==> config.mk <==
export PLATFORM = sky130hd
export DESIGN_NAME = spi_acc_clkgen
export DESIGN_NICKNAME = d
export VERILOG_FILES = /design/src/rtl/spi_acc_clkgen_pkg.sv /design/src/rtl/sacg_profile.sv /design/src/rtl/sacg_accum.sv /design/src/rtl/sacg_edges.sv /design/src/rtl/spi_acc_clkgen.sv
export SDC_FILE = /design/constraint.sdc
export NUM_CORES = 1
export LEC_CHECK = 0
export ABC_AREA = 1
export ABC_CLOCK_PERIOD_IN_PS = 4860
export CORE_UTILIZATION = 56
export DETAILED_ROUTE_END_ITERATION = 10
export DONT_BUFFER_PORTS = 1
export MAX_ROUTING_LAYER = met4
export PLACE_DENSITY = 0.74
export SLEW_MARGIN = 20
export SYNTH_ARGS = -nofsm -noshare
export SYNTH_HDL_FRONTEND = slang
export SYNTH_HIERARCHICAL = 1
export SYNTH_SLANG_ARGS = --single-unit
==> constraint.sdc <==
create_clock -name clk -period 4.86 [get_ports clk]
set_clock_uncertainty 0.2 [all_clocks]
set_input_delay 0.972 -clock clk [delete_from_list [all_inputs] [get_ports clk]]
set_output_delay 0.972 -clock clk [all_outputs]
set_load 0.02 [all_outputs]
==> src/rtl/spi_acc_clkgen_pkg.sv <==
package spi_acc_clkgen_pkg;

  typedef struct packed {
    logic wrap_clear;
    logic launch_rise;
    logic latch_rise;
  } prof_ctl_t;

endpackage

==> src/rtl/sacg_profile.sv <==
module sacg_profile
  import spi_acc_clkgen_pkg::*;
#(
  parameter int ACC_W = 11
) (
  input  logic             clk,
  input  logic             rst,
  input  logic             load,
  input  logic [ACC_W-1:0] inc_in,
  input  prof_ctl_t        ctl_in,
  output logic [ACC_W-1:0] inc_q,
  output prof_ctl_t        ctl_q
);
  localparam logic [ACC_W-1:0] HALF = ACC_W'(1) << (ACC_W - 1);

  logic [ACC_W-1:0] inc_clamped;

  always_comb begin
    inc_clamped = (inc_in >= HALF) ? HALF : inc_in;
  end

  always_ff @(posedge clk) begin
    if (rst) begin
      inc_q <= '0;
      ctl_q <= '0;
    end else if (load) begin
      inc_q <= inc_clamped;
      ctl_q <= ctl_in;
    end
  end
endmodule

==> src/rtl/sacg_accum.sv <==
module sacg_accum #(
  parameter int ACC_W = 11
) (
  input  logic             clk,
  input  logic             rst,
  input  logic             clr,
  input  logic [ACC_W-1:0] inc,
  input  logic             wrap_clear,
  output logic             wrap
);
  logic [ACC_W-1:0] acc_q;
  logic [ACC_W:0]   sum;

  always_comb begin
    sum  = {1'b0, acc_q} + {1'b0, inc};
    wrap = sum[ACC_W];
  end

  always_ff @(posedge clk) begin
    if (rst || clr) begin
      acc_q <= '0;
    end else if (wrap && wrap_clear) begin
      acc_q <= '0;
    end else begin
      acc_q <= sum[ACC_W-1:0];
    end
  end
endmodule

==> src/rtl/sacg_edges.sv <==
module sacg_edges (
  input  logic clk,
  input  logic rst,
  input  logic clr,
  input  logic wrap,
  input  logic cpol,
  input  logic launch_rise,
  input  logic latch_rise,
  output logic sck,
  output logic launch_stb,
  output logic sample_stb
);
  logic ph_q;
  logic ph_next;
  logic toggle;
  logic sck_next;

  always_comb begin
    toggle   = wrap && !clr;
    ph_next  = clr ? 1'b0 : (ph_q ^ wrap);
    sck_next = ph_next ^ cpol;
  end

  always_ff @(posedge clk) begin
    if (rst) begin
      ph_q       <= 1'b0;
      sck        <= cpol;
      launch_stb <= 1'b0;
      sample_stb <= 1'b0;
    end else begin
      ph_q       <= ph_next;
      sck        <= sck_next;
      launch_stb <= toggle && (sck_next == launch_rise);
      sample_stb <= toggle && (sck_next == latch_rise);
    end
  end
endmodule

==> src/rtl/spi_acc_clkgen.sv <==
module spi_acc_clkgen
  import spi_acc_clkgen_pkg::*;
#(
  parameter int ACC_W = 11
) (
  input  logic             clk,
  input  logic             rst,
  input  logic             prof_load,
  input  logic [ACC_W-1:0] prof_inc,
  input  logic             prof_wrap_clear,
  input  logic             prof_launch_rise,
  input  logic             prof_latch_rise,
  input  logic             cpol_idle_high,
  input  logic             gate_when_idle,
  input  logic             cs_active,
  output logic             sck,
  output logic             launch_stb,
  output logic             sample_stb
);
  prof_ctl_t        ctl_in;
  prof_ctl_t        ctl_q;
  logic [ACC_W-1:0] inc_q;
  logic             hold;
  logic             clr;
  logic             wrap;

  always_comb begin
    ctl_in.wrap_clear  = prof_wrap_clear;
    ctl_in.launch_rise = prof_launch_rise;
    ctl_in.latch_rise  = prof_latch_rise;
    hold = gate_when_idle && !cs_active;
    clr  = prof_load || hold;
  end

  sacg_profile #(.ACC_W(ACC_W)) u_profile (
    .clk    (clk),
    .rst    (rst),
    .load   (prof_load),
    .inc_in (prof_inc),
    .ctl_in (ctl_in),
    .inc_q  (inc_q),
    .ctl_q  (ctl_q)
  );

  sacg_accum #(.ACC_W(ACC_W)) u_accum (
    .clk        (clk),
    .rst        (rst),
    .clr        (clr),
    .inc        (inc_q),
    .wrap_clear (ctl_q.wrap_clear),
    .wrap       (wrap)
  );

  sacg_edges u_edges (
    .clk         (clk),
    .rst         (rst),
    .clr         (clr),
    .wrap        (wrap),
    .cpol        (cpol_idle_high),
    .launch_rise (ctl_q.launch_rise),
    .latch_rise  (ctl_q.latch_rise),
    .sck         (sck),
    .launch_stb  (launch_stb),
    .sample_stb  (sample_stb)
  );
endmodule

==> results.toml <==
[routing]
first_pass_iters = 4
post_drt_wl_per_cell_um = 11.33
met1_length_um = 1634
num_vias = 1437
viasPerCell = 5.169
drcViolationCount = 0
met2_wirelength_um = 1337
final_antenna_net_count = 0
wirelength_um = 3151
maxUsedRoutingLayer = "met4"
dr.first_iter.drc_count = 43
routed-wl-met3_um = 148

[synthesis]
yosysTopAreaCellShare_pct = 34.86
synth.largest_area_cell = "dfxtp_1"
syn_area_per_cell_sq_um = 6.853
synth-seq-cells = 29
synth.area.top_cells = "dfxtp_1 (35%), nand2_1 (16%), ha_1 (8.3%), nand3_1 (7.5%), inv_1 (7.4%)"
yosysSeqAreaShare_pct = 34.86
syn_area_sq_um = 1665
yosysWarnings = 6
synth_nets = 275
syn-instance-count = 243
synth.distinct_cells = 21

[min_path]
hold_class = "register to register"

[sta]
fin_crit_ps = 2044
rsz0062_at_grt = "false"
tns_ps = 0
fmax_ghz = 0.4893
final.setup.worst_slack_ps = 2816
hold_viol = 0
tightest_slew_ps = 287.2
fin_crit_sh_pct = 42.06
relSlewSlack_pct = 80.79
setup_viol = 0
maxSlewViolCount = 0

[cts]
clk_pin_slew_ps = 100
cts_buffer_depth = 2
ctsHoldBuffers = 0
insertion_delay_ps = 330
tritoncts = "done"
cts-root-buf = "clkbuf_4"
clock_sink_count = 29
cts_resized = 0
cts_max_level = 2
postCtsSetupRepairBufs = 0
numCtsBuffers = 5

[floorplan]
fp.dieW_um = 56.53
rows = 19
io-pin-count = 23
fp.coreArea_sq_um = 2781
fp.dieArea_sq_um = 3196
fp.dieH_um = 56.53
start_util_pct = 59.87

[global_route]
grt_max_degree = 18
grt_use_total_pct = 22.74
antenna_found_initial = 0
grt_pass1_vias = 1325
overflow = 0
grt_first_pass_wirelength_um = 5444

[pwr]
p_total_mw = 0.4945
power_density_nw_per_um2 = 281.9
vdd_ir_drop_max_mv = 0.2300
p_leak_nw = 0.8661

[flow_run]
drv_cap = 0

[setup_path]
path_cells = "ha_1 -> nand2_1 -> nand2_1 -> inv_1 -> nand2_1 -> nand2_1 -> nand3_2 -> nand2_1 -> nand3_2 -> nand2_1 -> nand3_1 -> nand2_1 -> nor2_1"
slowest_delay_ps = 360
required_ps = 4900
path_class = "register to register"
end_kind = "register"
critical_path_peak_fanout = 4
arrival_ps = 2080
path_common_cell = "nand2_1"
startpoint_type = "register"
worst_path_max_delay_cell = "ha_1"

[cells_and_area]
final-seq-area_sq_um = 580.6
n_antenna_cell = 0
n_fill_cell = 269
drive_gt1_share_pct = 9.717
fin_nets = 278
area_delta_synth_final_pct = 5.334
final_area_sq_um = 1754
multi_input_area_sq_um = 903.4

[run_status]
status = "complete, no violations"

[place]
dp_slack_ps = 2833
dp_hpwl_um = 2400
placed_cell_area_sq_um = 1665
gp_congestion = 0.9073
port_buffers = 0
report_power, final:
part / internal [mW] / switching, mW / leakage (nW) / total, mW
clock: 0.122 / 0.0885 / 0.0445 / 0.211
sequential: 0.244 / 0.00504 / 0.236 / 0.249
combinational: 0.0131 / 0.0212 / 0.586 / 0.0343
total: 0.380 / 0.115 / 0.866 / 0.495
layer usage:
layer / vias to the layer above / global-route usage [%]
li1: 766 / -
met1: 632 / 28.96
met2: 34 / 34.62
met3: 5 / 6.221
met4: 0 / 8.014
met5: - / -
sequential cells by signal, summed over array words and instances (netlist names):
name	flops
u_edges/ph_q	1
u_edges/launch_stb	1
u_profile/ctl_q	3
u_accum/acc_q	11
u_edges/sck	1
u_edges/sample_stb	1
u_profile/inc_q	11
cell usage after synthesis, drive strengths merged:
| cell type | number |
|---|---|
| a21o | 1 |
| a21oi | 18 |
| buf | 4 |
| clkinv | 1 |
| dfxtp | 29 |
| fa | 1 |
| ha | 11 |
| inv | 37 |
| nand2 | 76 |
| nand3 | 28 |
| nand4 | 5 |
| nor2 | 26 |
| o21bai | 1 |
| xnor2 | 1 |
| xor2 | 4 |
stage by stage:
step | hold slack (ps) | utilization (%) | std cells
global placement | 259.3 | 59.87 | 270
detailed placement | 260.1 | 59.87 | 270
CTS | 274.0 | 63.07 | 278
finish | 275.2 | 63.07 | 278
global route | 307.7 | 63.07 | 278
floorplan | 237.2 | - | 243
layout by cell type (no fill, tap or decap):
master       n
inv_1       33
nand3_2      3
nand2_1     70
nand2_2      6
clkbuf_4     5
nor2_2       2
nand4_1      5
clkbuf_8     1
clkinvlp_4   1
clkinv_1     1
ha_1        11
xnor2_1      1
a21oi_1     18
nand3_1     25
inv_2        4
o21bai_1     1
dfxtp_1     29
a21o_1       1
fa_1         1
nor2_4       1
bufinv_16    1
nor2_1      23
xor2_1       4
layout make-up:
cell class / instances / share of cell area [%]
Sequential cell: 29 / 33.10
Clock inverter: 2 / 2.140
Clock buffer: 6 / 2.924
Tap cell: 31 / 2.211
Inverter: 38 / 8.131
Multi-Input combinational cell: 172 / 51.50
cells by family after synthesis:
logic type                 after synthesis  synth area share, %
xor gates and xnor gates                 5                2.629
DFF                                     29                34.86
buffers and inverters                   42                10.89
adders and majority gates               12                9.466
and+or+nand+nor                        135                35.84
AOI/OAI and AO/OA                       20                6.312
worst paths after layout:
kind                                    startpoint                  to  slack (ps)  cells after the start
worst max register to register  u_profile/inc_q[6]  u_edges/sample_stb        2820                     13
worst min register to register  u_profile/ctl_q[2]  u_profile/ctl_q[2]         280                      2
worst max-delay path            u_profile/inc_q[6]  u_edges/sample_stb        2820                     13
worst min-delay path            u_profile/ctl_q[2]  u_profile/ctl_q[2]         280                      2
critical path, delay by kind of cell, from the launching register on:
kind / cells / cell delay [ps]
DFF: 1 / 340
buffers and inverters: 1 / 100
adders and majority gates: 1 / 360
and+or+nand+nor: 11 / 950
Power figures use the tool's default switching activity.
